==> config.mk <==
export PLATFORM = sky130hd
export DESIGN_NAME = secure_wipe_seq
export DESIGN_NICKNAME = d
export VERILOG_FILES = /design/src/rtl/wipe_pkg.sv /design/src/rtl/wipe_entry_gate.sv /design/src/rtl/wipe_addr_ctr.sv /design/src/rtl/secure_wipe_seq.sv
export SDC_FILE = /design/constraint.sdc
export NUM_CORES = 1
export LEC_CHECK = 0
export BUFFER_PORTS_ARGS = -buffer_cell sky130_fd_sc_hd__buf_4
export CAP_MARGIN = 0
export CORE_MARGIN = 2
export CORE_UTILIZATION = 44
export CTS_CLUSTER_SIZE = 24
export DETAILED_ROUTE_END_ITERATION = 6
export PLACE_DENSITY = 0.79
export SKIP_LAST_GASP = 1
export SLEW_MARGIN = 0
export SYNTH_ARGS = -nofsm -noshare
export SYNTH_HDL_FRONTEND = slang
export SYNTH_SLANG_ARGS = --single-unit
==> constraint.sdc <==
create_clock -name clk -period 2.7 [get_ports clk]
set_input_delay 0.54 -clock clk [delete_from_list [all_inputs] [get_ports clk]]
set_output_delay 0.54 -clock clk [all_outputs]
set_load 0.02 [all_outputs]
==> src/rtl/wipe_pkg.sv <==
package wipe_pkg;

    typedef enum logic [3:0] {
        ST_IDLE,
        ST_SEND,
        ST_UNPROT,
        ST_ERASE,
        ST_VERIFY,
        ST_FILL,
        ST_CFGCLR,
        ST_DONE,
        ST_HALT
    } wipe_state_e;

    localparam logic [7:0] BLANK     = 8'hFF;
    localparam logic [1:0] MODE_BOOT = 2'b00;

endpackage

==> src/rtl/wipe_entry_gate.sv <==
module wipe_entry_gate #(
    parameter int NOSEC_BIT = 3,
    parameter int EEN_BIT   = 0
) (
    input  logic       sec_fitted,
    input  logic [1:0] mode_pins,
    input  logic [7:0] cfg_word,
    output logic       secured,
    output logic       run_wipe,
    output logic       ee_wipe
);
    import wipe_pkg::*;

    always_comb begin
        secured  = sec_fitted && !cfg_word[NOSEC_BIT];
        run_wipe = secured && (mode_pins == MODE_BOOT);
        ee_wipe  = cfg_word[EEN_BIT];
    end

endmodule

==> src/rtl/wipe_addr_ctr.sv <==
module wipe_addr_ctr #(
    parameter int W = 10
) (
    input  logic         clk,
    input  logic         rst,
    input  logic         clr,
    input  logic         step,
    input  logic [W-1:0] last_val,
    output logic [W-1:0] cnt,
    output logic         at_last
);

    always_ff @(posedge clk) begin
        if (rst || clr) begin
            cnt <= '0;
        end else if (step) begin
            cnt <= cnt + 1'b1;
        end
    end

    assign at_last = (cnt == last_val);

    // the pointer never steps past the final location
    p_step_in_range_r7: assert property (@(posedge clk) disable iff (rst)
        (step && !clr) |-> !at_last)
        else $error("address counter stepped past its limit");

endmodule

==> src/rtl/secure_wipe_seq.sv <==
module secure_wipe_seq #(
    parameter int EE_DEPTH  = 640,
    parameter int RAM_DEPTH = 1024,
    parameter int RETRY_W   = 4,
    parameter int NOSEC_BIT = 3,
    parameter int EEN_BIT   = 0,
    localparam int EE_AW    = (EE_DEPTH  > 1) ? $clog2(EE_DEPTH)  : 1,
    localparam int RAM_AW   = (RAM_DEPTH > 1) ? $clog2(RAM_DEPTH) : 1
) (
    input  logic               clk,
    input  logic               rst,
    input  logic               sec_fitted,
    input  logic [1:0]         mode_pins,
    input  logic [7:0]         cfg_word,
    output logic               tx_valid,
    output logic [7:0]         tx_data,
    input  logic               tx_ready,
    output logic               prot_clr,
    input  logic               prot_ack,
    output logic               ee_erase,
    input  logic               ee_erase_ack,
    output logic               ee_rd_req,
    output logic [EE_AW-1:0]   ee_rd_addr,
    input  logic               ee_rd_ack,
    input  logic [7:0]         ee_rd_data,
    output logic               ram_we,
    output logic [RAM_AW-1:0]  ram_addr,
    output logic [7:0]         ram_wdata,
    input  logic               ram_ack,
    output logic               cfg_erase,
    input  logic               cfg_erase_ack,
    output logic               force_single_chip,
    output logic               boot_done,
    output logic [RETRY_W-1:0] retry_cnt
);
    import wipe_pkg::*;

    localparam int MAX_DEPTH = (EE_DEPTH > RAM_DEPTH) ? EE_DEPTH : RAM_DEPTH;
    localparam int CNT_W     = (MAX_DEPTH > 1) ? $clog2(MAX_DEPTH) : 1;
    localparam logic [CNT_W-1:0] EE_LAST  = CNT_W'(EE_DEPTH - 1);
    localparam logic [CNT_W-1:0] RAM_LAST = CNT_W'(RAM_DEPTH - 1);

    wipe_state_e        state, nxt;
    logic               secured, run_wipe, ee_wipe;
    logic               secured_q, unprot_q;
    logic [CNT_W-1:0]   cnt, last_val;
    logic               at_last, ctr_clr, ctr_step;
    logic               verify_fail, verify_pass;

    wipe_entry_gate #(
        .NOSEC_BIT (NOSEC_BIT),
        .EEN_BIT   (EEN_BIT)
    ) u_gate (
        .sec_fitted (sec_fitted),
        .mode_pins  (mode_pins),
        .cfg_word   (cfg_word),
        .secured    (secured),
        .run_wipe   (run_wipe),
        .ee_wipe    (ee_wipe)
    );

    assign verify_fail = (state == ST_VERIFY) && ee_rd_ack && (ee_rd_data != BLANK);
    assign verify_pass = (state == ST_VERIFY) && ee_rd_ack && (ee_rd_data == BLANK);
    assign last_val    = (state == ST_FILL) ? RAM_LAST : EE_LAST;
    assign ctr_clr     = ((state != ST_VERIFY) && (state != ST_FILL))
                       || verify_fail || (verify_pass && at_last);
    assign ctr_step    = (verify_pass && !at_last)
                       || ((state == ST_FILL) && ram_ack && !at_last);

    wipe_addr_ctr #(.W(CNT_W)) u_ctr (
        .clk      (clk),
        .rst      (rst),
        .clr      (ctr_clr),
        .step     (ctr_step),
        .last_val (last_val),
        .cnt      (cnt),
        .at_last  (at_last)
    );

    // next-state decision
    always_comb begin
        nxt = state;
        unique case (state)
            ST_IDLE:   nxt = run_wipe ? ST_SEND : ST_DONE;
            ST_SEND:   if (tx_ready) nxt = ST_UNPROT;
            ST_UNPROT: if (prot_ack) nxt = ee_wipe ? ST_ERASE : ST_FILL;
            ST_ERASE:  if (ee_erase_ack) nxt = ST_VERIFY;
            ST_VERIFY: begin
                if (verify_fail)                 nxt = ST_SEND;
                else if (verify_pass && at_last) nxt = ST_FILL;
            end
            ST_FILL:   if (ram_ack && at_last) nxt = ST_CFGCLR;
            ST_CFGCLR: if (cfg_erase_ack) nxt = ST_DONE;
            ST_DONE:   nxt = ST_HALT;
            ST_HALT:   nxt = ST_HALT;
            default:   nxt = ST_IDLE;
        endcase
    end

    // state register and the few flags that track a pass
    always_ff @(posedge clk) begin
        if (rst) begin
            state     <= ST_IDLE;
            secured_q <= 1'b0;
            unprot_q  <= 1'b0;
            retry_cnt <= '0;
        end else begin
            state <= nxt;
            if (state == ST_IDLE) secured_q <= secured;
            if (state == ST_SEND) unprot_q <= 1'b0;
            else if ((state == ST_UNPROT) && prot_ack) unprot_q <= 1'b1;
            if (verify_fail && (retry_cnt != {RETRY_W{1'b1}}))
                retry_cnt <= retry_cnt + 1'b1;
        end
    end

    // outputs decoded from state
    always_comb begin
        tx_valid   = 1'b0;
        tx_data    = 8'h00;
        prot_clr   = 1'b0;
        ee_erase   = 1'b0;
        ee_rd_req  = 1'b0;
        ram_we     = 1'b0;
        ram_wdata  = 8'h00;
        cfg_erase  = 1'b0;
        boot_done  = 1'b0;
        ee_rd_addr = cnt[EE_AW-1:0];
        ram_addr   = cnt[RAM_AW-1:0];
        unique case (state)
            ST_SEND:   begin tx_valid = 1'b1; tx_data = BLANK; end
            ST_UNPROT: prot_clr  = 1'b1;
            ST_ERASE:  ee_erase  = 1'b1;
            ST_VERIFY: ee_rd_req = 1'b1;
            ST_FILL:   begin ram_we = 1'b1; ram_wdata = BLANK; end
            ST_CFGCLR: cfg_erase = 1'b1;
            ST_DONE:   boot_done = 1'b1;
            default:   ;
        endcase
    end

    assign force_single_chip = secured_q;

    p_wipe_only_locked_r1: assert property (@(posedge clk) disable iff (rst)
        (tx_valid || prot_clr || ee_erase || ram_we || cfg_erase) |-> force_single_chip)
        else $error("wipe request on an unlocked device");

    p_force_held_r2: assert property (@(posedge clk) disable iff (rst)
        force_single_chip |=> force_single_chip)
        else $error("single-chip force dropped");

    p_tx_held_r3: assert property (@(posedge clk) disable iff (rst)
        (tx_valid && !tx_ready) |=> (tx_valid && tx_data == 8'hFF))
        else $error("serial request dropped before ready");

    p_unprot_first_r4: assert property (@(posedge clk) disable iff (rst)
        ee_erase |-> unprot_q)
        else $error("erase before protect clear");

    p_restart_r6: assert property (@(posedge clk) disable iff (rst)
        (ee_rd_req && ee_rd_ack && ee_rd_data != 8'hFF) |=> tx_valid)
        else $error("verify miss did not restart");

    p_fill_held_r7: assert property (@(posedge clk) disable iff (rst)
        (ram_we && !ram_ack) |=> (ram_we && $stable(ram_addr)))
        else $error("RAM write not held");

    p_done_pulse_r8: assert property (@(posedge clk) disable iff (rst)
        boot_done |=> !boot_done)
        else $error("done longer than one cycle");

endmodule

==> metrics.md, run 1 <==
| Metric | Value |
|---|---|
| CTS Buf Count | `3` |
| Critical path startpoint | `state[2]` |
| Net switching power | `500 uW` |
| Critical Path Max Stage Delay | `520 ps` |
| Number of library cell types mapped by synthesis | `43` |
| Area Overhead vs Synth | `28.1%` |
| CP top delay family | `simple AND/OR/NAND/NOR gates` |
| Critical Path End | `u_ctr.cnt[7]` |
| Initial antenna violation count | `0` |
| Pin count of the biggest net entering global routing | `16` |
| Core area | `2980 sq um` |
| Syn Area/Cell | `7.92 sq um` |
| Sequential share of power | `0.314` |
| CTS sink cnt | `19` |
| Syn_nets | `200` |
| Setup_tns | `0 ps` |
| RR Startpoint | `state[2]` |
| # H-tree levels | `1` |
| Synth Cell Area | `1350 sq um` |
| Clk slew on worst S/H paths | `100 ps` |
| Initial Utilization | `0.455` |
| Mux contribution to synthesized area | `0.0370` |
| RD Place Congestion | `0.835` |
| Final hold viol count | `0` |
| Crit path cell chain | `nand2b_1, or2_2, inv_1, mux2i_1, o22ai_2, or4_1, a21oi_1` |
| Worst vdd ir | `0.370 mV` |
| Relative slew slack | `0.626` |
| PostCTS Resize Cnt | `0` |
| Max Clk Rate | `0.409 GHz` |
| Row Count | `20` |
| Clock latency on the worst-skew pair | `290 ps` |
| N_diodes | `0` |
| Total Routing Usage GR | `0.170` |
| Synth Area in Compound Gates | `0.175` |
| CTS Buffer Depth | `2` |
| Hold_sp | `rst` |
| Area contributors post-synth | `dfxtp_1 (28%), buf_4 (14%), a21oi_1 (4.4%), mux2i_1 (3.7%), nor2_1 (3.6%)` |
| CP Buf/Inv Count | `1` |
| Crit path depth | `7` |
| PwrDens | `662 nW/um^2` |
| Post-route ant nets | `0` |
| Initial DRT Pass Iterations | `4` |
| Worst Reg2Reg Path Length in Cells | `7` |
| WL final | `3.00 mm` |
| EDFF count, synth | `0` |
| Comb pwr share | `0.564` |
| Data required, critical path | `2900 ps` |
| Nature of the critical path endpoint | `flop` |
| Clock Skews | `11.3 ps` |
| Setup bufs post-CTS | `0` |
| Die Area | `3540 sq um` |
| CTS Hold Bufs | `0` |
| Area share of fa/ha/maj cells after synthesis | `0.0185` |
| CTS tree | `built` |
| Switch share | `0.436` |
| DR vias | `1342` |
| CP Launch Type | `flop` |
| Synth cell count leaders | `buf_4 (26), dfxtp_1 (19), nor2_1 (13)` |
| Status | `finished, final reports clean` |
| Placed Area | `1710 sq um` |
| Slowest CP cell | `dfxtp_1` |
| WP data arrival | `2650 ps` |
| Nets | `245` |
| Final Cycle Share | `0.906` |
| Clock power frac | `0.122` |
| Slew Viols, Final | `0` |
| Max-cap violations | `0` |
| Post-synthesis sequential area ratio | `0.281` |
| Worst setup margin | `253 ps` |
| Min Tclk post-route | `2450 ps` |
| CP Max Fanout | `15` |
| Synth Area in Simple Gates | `0.281` |
| P_int | `647 uW` |
| Final HPWL DP | `2.36 mm` |
| Setup WS pre-CTS | `293 ps` |
| Synth area leader | `dfxtp_1` |
| Die Ht | `59.5 microns` |
| Primary FF master, synth | `dfxtp_1` |
| Ys async rst share | `0` |
| Vias in the first global route | `1110` |
| Slew @ Worst Pin | `561 ps` |
| Clk root buf | `clkbuf_4` |
| Hold WC Path Type | `in -> reg` |
| Top Ports | `75` |
| Drt drc | `0` |
| PortBufs | `68` |
| Fraction of layout cells with a size suffix above 1 | `0.391` |
| Synth top area share | `0.281` |
| Reg-to-reg endpoint | `u_ctr.cnt[7]` |
| Final Setup Violations | `0` |
| Top-count cell post-synth | `buf_4` |
| Synth warn | `0` |
| RSZ-0062 raised after global routing | `false` |
| Cell count after synthesis | `171` |
| Reg-to-reg slack, setup | `250 ps` |
| Xor/xnor share of the synthesized area | `0.0194` |
| DR WL/cell | `12.1 microns` |
| Largest family of logic cells by synthesized area | `simple AND/OR/NAND/NOR gates` |
| Design area | `1730 sq um` |
| Seq cells post-synth | `19` |
| Initial DRC Count | `25` |
| Chip width | `59.5 microns` |
| Total leakage power | `0.760 nW` |
| Vias/cell | `5.41` |
| Critical path class | `reg -> reg` |
| Congestion Overflow GR | `0` |
| First-pass GRT wire length | `4.72 mm` |
## worst min path at each step
stage	cells past startpoint	to	slack, ps
2_1_floorplan	2	force_single_chip	580
3_3_place_gp	2	force_single_chip	470
3_5_place_dp	2	force_single_chip	500
4_1_cts	2	state[1]	480
5_1_grt	2	retry_cnt[0]	480
6_report	2	state[0]	490
## worst register-to-register path, cell delays in order (launching register included)
cell and delay (ps):
dfxtp_1 520, nand2b_1 130, or2_2 340, inv_1 100, mux2i_1 320, o22ai_2 270
or4_1 520, a21oi_1 170
## per-stage QoR
step	instances	util	hold slack (ps)	power (mW)
3_5_place_dp	244	0.573	497	1.02
5_1_grt	248	0.582	481	1.23
4_1_cts	248	0.582	480	1.15
3_3_place_gp	244	0.573	471	1.01
2_1_floorplan	171	-	580	0.867
6_report	248	0.582	490	1.15
## cell type report
type                    count  area [sq um]
inverters                   7          26.3
clock inverters             1          5.00
flip-flops and latches     19           380
repair buffers             72           541
well taps                  33          41.3
clock buffers               3          22.5
multi-input cells         113           718
fillers                   288          1240
## registers in the layout, indices dropped and copies added, names as in the netlist
name               flops
u_ctr.cnt             10
retry_cnt              4
state                  4
force_single_chip      1
## placed cells by master (no fill, tap or decap), types with 2 or more instances in the layout
master | netlist | layout
nand2b_1 | 2 | 2
or2_2 | 2 | 2
a311oi_1 | 2 | 2
o21ai_0 | 6 | 6
inv_1 | 7 | 7
o31ai_1 | 5 | 5
dfxtp_1 | 19 | 19
and2_1 | 2 | 2
nor2_1 | 13 | 13
nor3_1 | 7 | 7
o211ai_1 | 2 | 2
ha_1 | 2 | 2
nand2_1 | 12 | 12
or3_1 | 3 | 3
a31oi_1 | 2 | 2
buf_4 | 26 | 72
mux2i_1 | 5 | 5
clkbuf_4 | 0 | 3
or4_1 | 5 | 5
a21oi_1 | 12 | 12
xnor2_1 | 2 | 2
nand4_1 | 3 | 3
nand3_1 | 9 | 9
## metal layers
metal | track usage | part of all wire | up-vias
li1 | - | - | 687
met1 | 0.224 | 0.45 | 601
met2 | 0.287 | 0.46 | 52
met3 | 0.0240 | 0.078 | 2
met4 | 0.0487 | 0.0090 | 0
met5 | 0 | 0 | -
## cells by family after synthesis
kind of cell    Yosys count
buf+inv                  39
simple gates             67
compound gates           36
fa+ha+maj                 2
xor+xnor                  3
mux                       5
flops                    19
## power groups by stage
stage	combinational, mW	sequential [mW]	clock [mW]
2_1_floorplan	0.532	0.335	0
3_5_place_dp	0.649	0.366	0
5_1_grt	0.703	0.370	0.158
4_1_cts	0.650	0.359	0.145
3_3_place_gp	0.642	0.366	0
6_report	0.647	0.361	0.140
Note: power is estimated with default switching activity, not from simulation.
==> inputs of run 2 (changes only) <==
Settings changed: CORE_UTILIZATION 44 to 45, PLACE_DENSITY 0.79 to 0.8, SYNTH_HIERARCHICAL from default to 1.
==> metrics.md, run 2 <==
| Metric | Value |
|---|---|
| DR WL/cell | `11.5 microns` |
| CP Max Fanout | `11` |
| Setup bufs post-CTS | `0` |
| Die Area | `3650 sq um` |
| Final hold viol count | `0` |
| Commonest cells after routing, fill and taps aside | `buf_4 (76), nor2_1 (19), dfxtp_1 (19)` |
| Synth Area in Simple Gates | `0.250` |
| Setup_tns | `0 ps` |
| Initial DRT Pass Iterations | `5` |
| # H-tree levels | `1` |
| Critical path class | `reg -> reg` |
| First-pass GRT wire length | `5.17 mm` |
| Synth Cell Area | `1430 sq um` |
| Filler instances | `303` |
| Total leakage power | `0.814 nW` |
| Total Routing Usage GR | `0.184` |
| Fraction of layout cells with a size suffix above 1 | `0.383` |
| Vias in the first global route | `1205` |
| Top layer in use | `met4` |
| WL final | `3.13 mm` |
| Final Setup Violations | `0` |
| PostCTS Resize Cnt | `0` |
| Xor/xnor share of the synthesized area | `0.0979` |
| Worst vdd ir | `0.384 mV` |
| Initial Utilization | `0.473` |
| Synth cell count leaders | `buf_4 (27), dfxtp_1 (19), nor2_1 (19)` |
| Clock latency on the worst-skew pair | `290 ps` |
| RSZ-0062 raised after global routing | `false` |
| Synth area leader | `dfxtp_1` |
| N_diodes | `0` |
| Cell count after synthesis | `174` |
| Area share of fa/ha/maj cells after synthesis | `0.0175` |
| EDFF count, synth | `0` |
| Primary FF master, synth | `dfxtp_1` |
| Slew Viols, Final | `0` |
| Mux contribution to synthesized area | `0.0498` |
| WP data arrival | `2580 ps` |
| Syn Area/Cell | `8.23 sq um` |
| Number of library cell types mapped by synthesis | `46` |
| Critical Path Max Stage Delay | `440 ps` |
| Ys async rst share | `0` |
| Most common cell after layout, fill and taps aside | `buf_4` |
| Data required, critical path | `2930 ps` |
| Number of flip-flops in the largest register | `10` |
| Hold_sp | `rst` |
| CP Launch Type | `flop` |
| Max-cap violations | `0` |
| RD Place Congestion | `0.800` |
| Dpl cells | `267` |
| Top Ports | `75` |
| CTS Hold Bufs | `0` |
| Chip width | `60.4 microns` |
| PortBufs | `68` |
| Power consumption | `1.25 mW` |
| Register name with the most flops | `u_ctr/cnt` |
| Clock Skews | `4.92 ps` |
| Area Overhead vs Synth | `32.3%` |
| CP top delay family | `simple AND/OR/NAND/NOR gates` |
| Final HPWL DP | `2.48 mm` |
| Clk slew on worst S/H paths | `110 ps` |
| RR Startpoint | `state[3]` |
| Initial antenna violation count | `0` |
| Final Cycle Share | `0.870` |
| Placed Area | `1870 sq um` |
| Max Clk Rate | `0.426 GHz` |
| CTS Buf Count | `3` |
| DR vias | `1365` |
| Post-synthesis sequential area ratio | `0.266` |
| Synth Area in Compound Gates | `0.144` |
| Clk root buf | `clkbuf_4` |
| Largest family of logic cells by synthesized area | `simple AND/OR/NAND/NOR gates` |
| Met1 wire length | `1.35 mm` |
| Drt drc | `0` |
| Top-count cell post-synth | `buf_4` |
| Post-Layout Cell Count | `271` |
| Worst setup margin | `350 ps` |
| CTS sink cnt | `19` |
| Congestion Overflow GR | `0` |
| Min Tclk post-route | `2350 ps` |
| Row Count | `20` |
| Hold WC Path Type | `in -> reg` |
| CTS Buffer Depth | `2` |
| Relative slew slack | `0.668` |
| Synth top area share | `0.266` |
| Critical path startpoint | `state[3]` |
| Die Ht | `60.4 microns` |
| Setup WS pre-CTS | `368 ps` |
| PwrDens | `659 nW/um^2` |
| Synth warn | `6` |
| Core area | `3030 sq um` |
| Pin count of the biggest net entering global routing | `15` |
| Slew @ Worst Pin | `496 ps` |
| Nets | `257` |
| CTS tree | `built` |
| Status | `finished, final reports clean` |
| Met2 WL | `1.53 mm` |
| Post-route ant nets | `0` |
| Crit path cell chain | `nor4bb_4, xnor2_1, nand4_1, nor4_1, buf_4, o311ai_0, nand2_1, or2_2, a21oi_1` |
| Design area | `1890 sq um` |
| Initial DRC Count | `17` |
| Vias/cell | `5.04` |
| Seq cells post-synth | `19` |
| Slowest CP cell | `dfxtp_1` |
| Met3 wire length | `228 microns` |
| Largest regs | `u_ctr/cnt: 10 flops, retry_cnt: 4 flops, state: 4 flops` |
| Nature of the critical path endpoint | `flop` |
| CP Buf/Inv Count | `1` |
| Area contributors post-synth | `dfxtp_1 (27%), buf_4 (14%), xnor2_1 (6.7%), nor2_1 (5.0%), mux2i_1 (4.2%)` |
[run 2: cell types whose count changed after synthesis, sizes merged, moves of 4 or more]
| cell | previous run | this run |
|---|---|---|
| xnor2 | 2 | 11 |
| a21oi | 13 | 7 |
| nor2 | 13 | 19 |
| nand3 | 9 | 4 |
| clkbuf | 1 | 5 |
| inv | 7 | 3 |
| nand2 | 12 | 8 |
| nand4 | 3 | 7 |
| or4 | 6 | 2 |
| xor2 | 1 | 5 |
[run 2: kinds of logic (layout without fill, tap and decap cells)]
logic type                 after synthesis  after routing
muxes                                    7              7
and+or+nand+nor                         64             64
xor gates and xnor gates                16             16
adders and majority gates                2              2
other                                    1              8
DFF                                     19             19
AOI/OAI and AO/OA                       27             27
buffers and inverters                   38             84
[run 2: area by class of cell]
cell class / instances / area [sq um] / area share
inverters: 4 / 16.3 / 0.00859
clock buffers: 4 / 26.3 / 0.0139
repair buffers: 76 / 571 / 0.301
flip-flops and latches: 19 / 380 / 0.201
well taps: 44 / 55.1 / 0.0291
multi-input cells: 124 / 846 / 0.446
[run 2: path summary, 6_finish.rpt]
path	slack [ps]	to	cells after the start
max	350	u_ctr/cnt[7]	9
min	510	state[3]	2
max reg2reg	350	u_ctr/cnt[7]	9
min reg2reg	520	force_single_chip	2
[run 2: metal layers]
layer	vias to the layer above	global-route usage
li1	693	-
met1	623	0.236
met2	47	0.317
met3	2	0.0320
met4	0	0.0571
met5	-	0
[run 2: power by group]
group	total (mW)	switching, mW	internal [mW]	leakage [nW]
registers	0.335	0.0268	0.308	0.154
logic	0.771	0.420	0.352	0.645
clock network	0.142	0.0850	0.0574	0.0150
[run 2: metrics by stage]
stage               utilization  hold slack, ps
floorplan                     -             569
global placement          0.617             480
detailed placement        0.617             493
CTS                       0.626             500
global route              0.626             510
finish                    0.626             511
==> inputs of run 3 (changes only) <==
Settings changed: CORE_ASPECT_RATIO from default to 1.4, SKIP_CTS_REPAIR_TIMING from default to 1.
==> metrics.md, run 3 (synthesized netlist as in run 2, its figures left out) <==
| Metric | Value |
|---|---|
| Status | `finished, final reports clean` |
| Placed Area | `1860 sq um` |
| Initial DRT Pass Iterations | `5` |
| Final Cycle Share | `0.855` |
| Clk slew on worst S/H paths | `70 ps` |
| CTS tree | `built` |
| PwrDens | `681 nW/um^2` |
| Data required, critical path | `2880 ps` |
| Final hold viol count | `0` |
| Top Ports | `75` |
| Initial antenna violation count | `0` |
| Row Count | `24` |
| Drt drc | `0` |
| Worst vdd ir | `0.460 mV` |
| Critical path class | `reg -> reg` |
| RSZ-0062 raised after global routing | `false` |
| DR WL/cell | `12.5 microns` |
| Initial Utilization | `0.467` |
| Pin count of the biggest net entering global routing | `15` |
| PortBufs | `68` |
| Hold WC Path Type | `reg -> reg` |
| Setup WS pre-CTS | `248 ps` |
| Post-route ant nets | `0` |
| Post-Layout Cell Count | `266` |
| CP Launch Type | `flop` |
| Clock latency on the worst-skew pair | `250 ps` |
| RD Place Congestion | `0.813` |
| Congestion Overflow GR | `0` |
| CTS Buf Count | `3` |
| Clk root buf | `clkbuf_8` |
| Die Ht | `70.7 microns` |
| Chip width | `51.7 microns` |
| Worst setup margin | `391 ps` |
| Setup_tns | `0 ps` |
| Die Area | `3650 sq um` |
| DR vias | `1403` |
| N_diodes | `0` |
| Design area | `1910 sq um` |
| Area Overhead vs Synth | `33.7%` |
| Largest regs | `u_ctr/cnt: 10 flops, retry_cnt: 4 flops, state: 4 flops` |
| Most common cell after layout, fill and taps aside | `buf_4` |
| Fraction of layout cells with a size suffix above 1 | `0.392` |
| Vias in the first global route | `1303` |
| First-pass GRT wire length | `5.38 mm` |
| CTS Buffer Depth | `2` |
| Total leakage power | `0.825 nW` |
| Slew Viols, Final | `0` |
| CTS sink cnt | `19` |
| # H-tree levels | `1` |
| Clock Skews | `7.15 ps` |
| Register name with the most flops | `u_ctr/cnt` |
| Commonest cells after routing, fill and taps aside | `buf_4 (76), nor2_1 (19), dfxtp_1 (19)` |
| WL final | `3.31 mm` |
| Final Setup Violations | `0` |
| Max Clk Rate | `0.433 GHz` |
| Vias/cell | `5.27` |
| Min Tclk post-route | `2310 ps` |
| Final HPWL DP | `2.61 mm` |
| Number of flip-flops in the largest register | `10` |
| Filler instances | `303` |
| Nets | `257` |
| CP Max Fanout | `4` |
| Core area | `3060 sq um` |
| Nature of the critical path endpoint | `flop` |
| Dpl cells | `262` |
| Initial DRC Count | `41` |
| Total Routing Usage GR | `0.187` |
| Max-cap violations | `0` |
| WP data arrival | `2490 ps` |
==> run 3: changes by cell type in the layout (fill, tap and decap cells not counted) <==
cell	before	now
nor4_2	0	1
clkbuf_1	1	0
clkinv_2	1	2
clkbuf_4	3	0
clkbuf_8	0	3
nor4_1	4	3
==> run 3: cell type report <==
type | count | area, sq um | share of cell area
clock buffers | 3 | 41.3 | 0.0216
inverters | 4 | 16.3 | 0.00850
multi-input cells | 124 | 852 | 0.445
repair buffers | 76 | 571 | 0.298
flip-flops and latches | 19 | 380 | 0.199
clock inverters | 1 | 5.00 | 0.00261
well taps | 39 | 48.8 | 0.0255
==> run 3: worst paths after layout <==
path                          start                 to  slack [ps]  cells past startpoint
setup reg to reg           state[1]           state[1]         390                      8
hold / removal    force_single_chip  force_single_chip         490                      2
setup / recovery           state[1]           state[1]         390                      8
hold reg to reg   force_single_chip  force_single_chip         490                      2
==> run 3: stage by stage <==
| step | hold slack (ps) | util | power, mW |
|---|---|---|---|
| CTS | 500 | 0.623 | 1.32 |
| global route | 549 | 0.625 | 1.39 |
| global placement | 474 | 0.608 | 1.11 |
| finish | 494 | 0.625 | 1.30 |
| detailed placement | 483 | 0.608 | 1.12 |
| floorplan | 569 | - | 0.944 |
==> run 3: power by group <==
part	total [mW]	switching [mW]	internal [mW]
Sequential	0.334	0.0252	0.309
Clock	0.194	0.0920	0.102
Combinational	0.775	0.422	0.353
Total	1.30	0.539	0.764
==> run 3: critical path: stages, from the launching register on <==
cell and delay [ps]:
dfxtp_1 360, nor4bb_4 440, xnor2_1 170, nand4_1 120, nor4_2 310, nand2_1 110
a32oi_1 310, and3b_1 250, mux2i_1 180
==> run 3: per-layer routing <==
layer  vias to the layer above  wire length (microns)  GRT usage
li1                        694                      -          -
met3                         2                    226     0.0359
met4                         0                     34     0.0614
met1                       656                   1240      0.190
met2                        51                   1810      0.365
met5                         -                      0          0
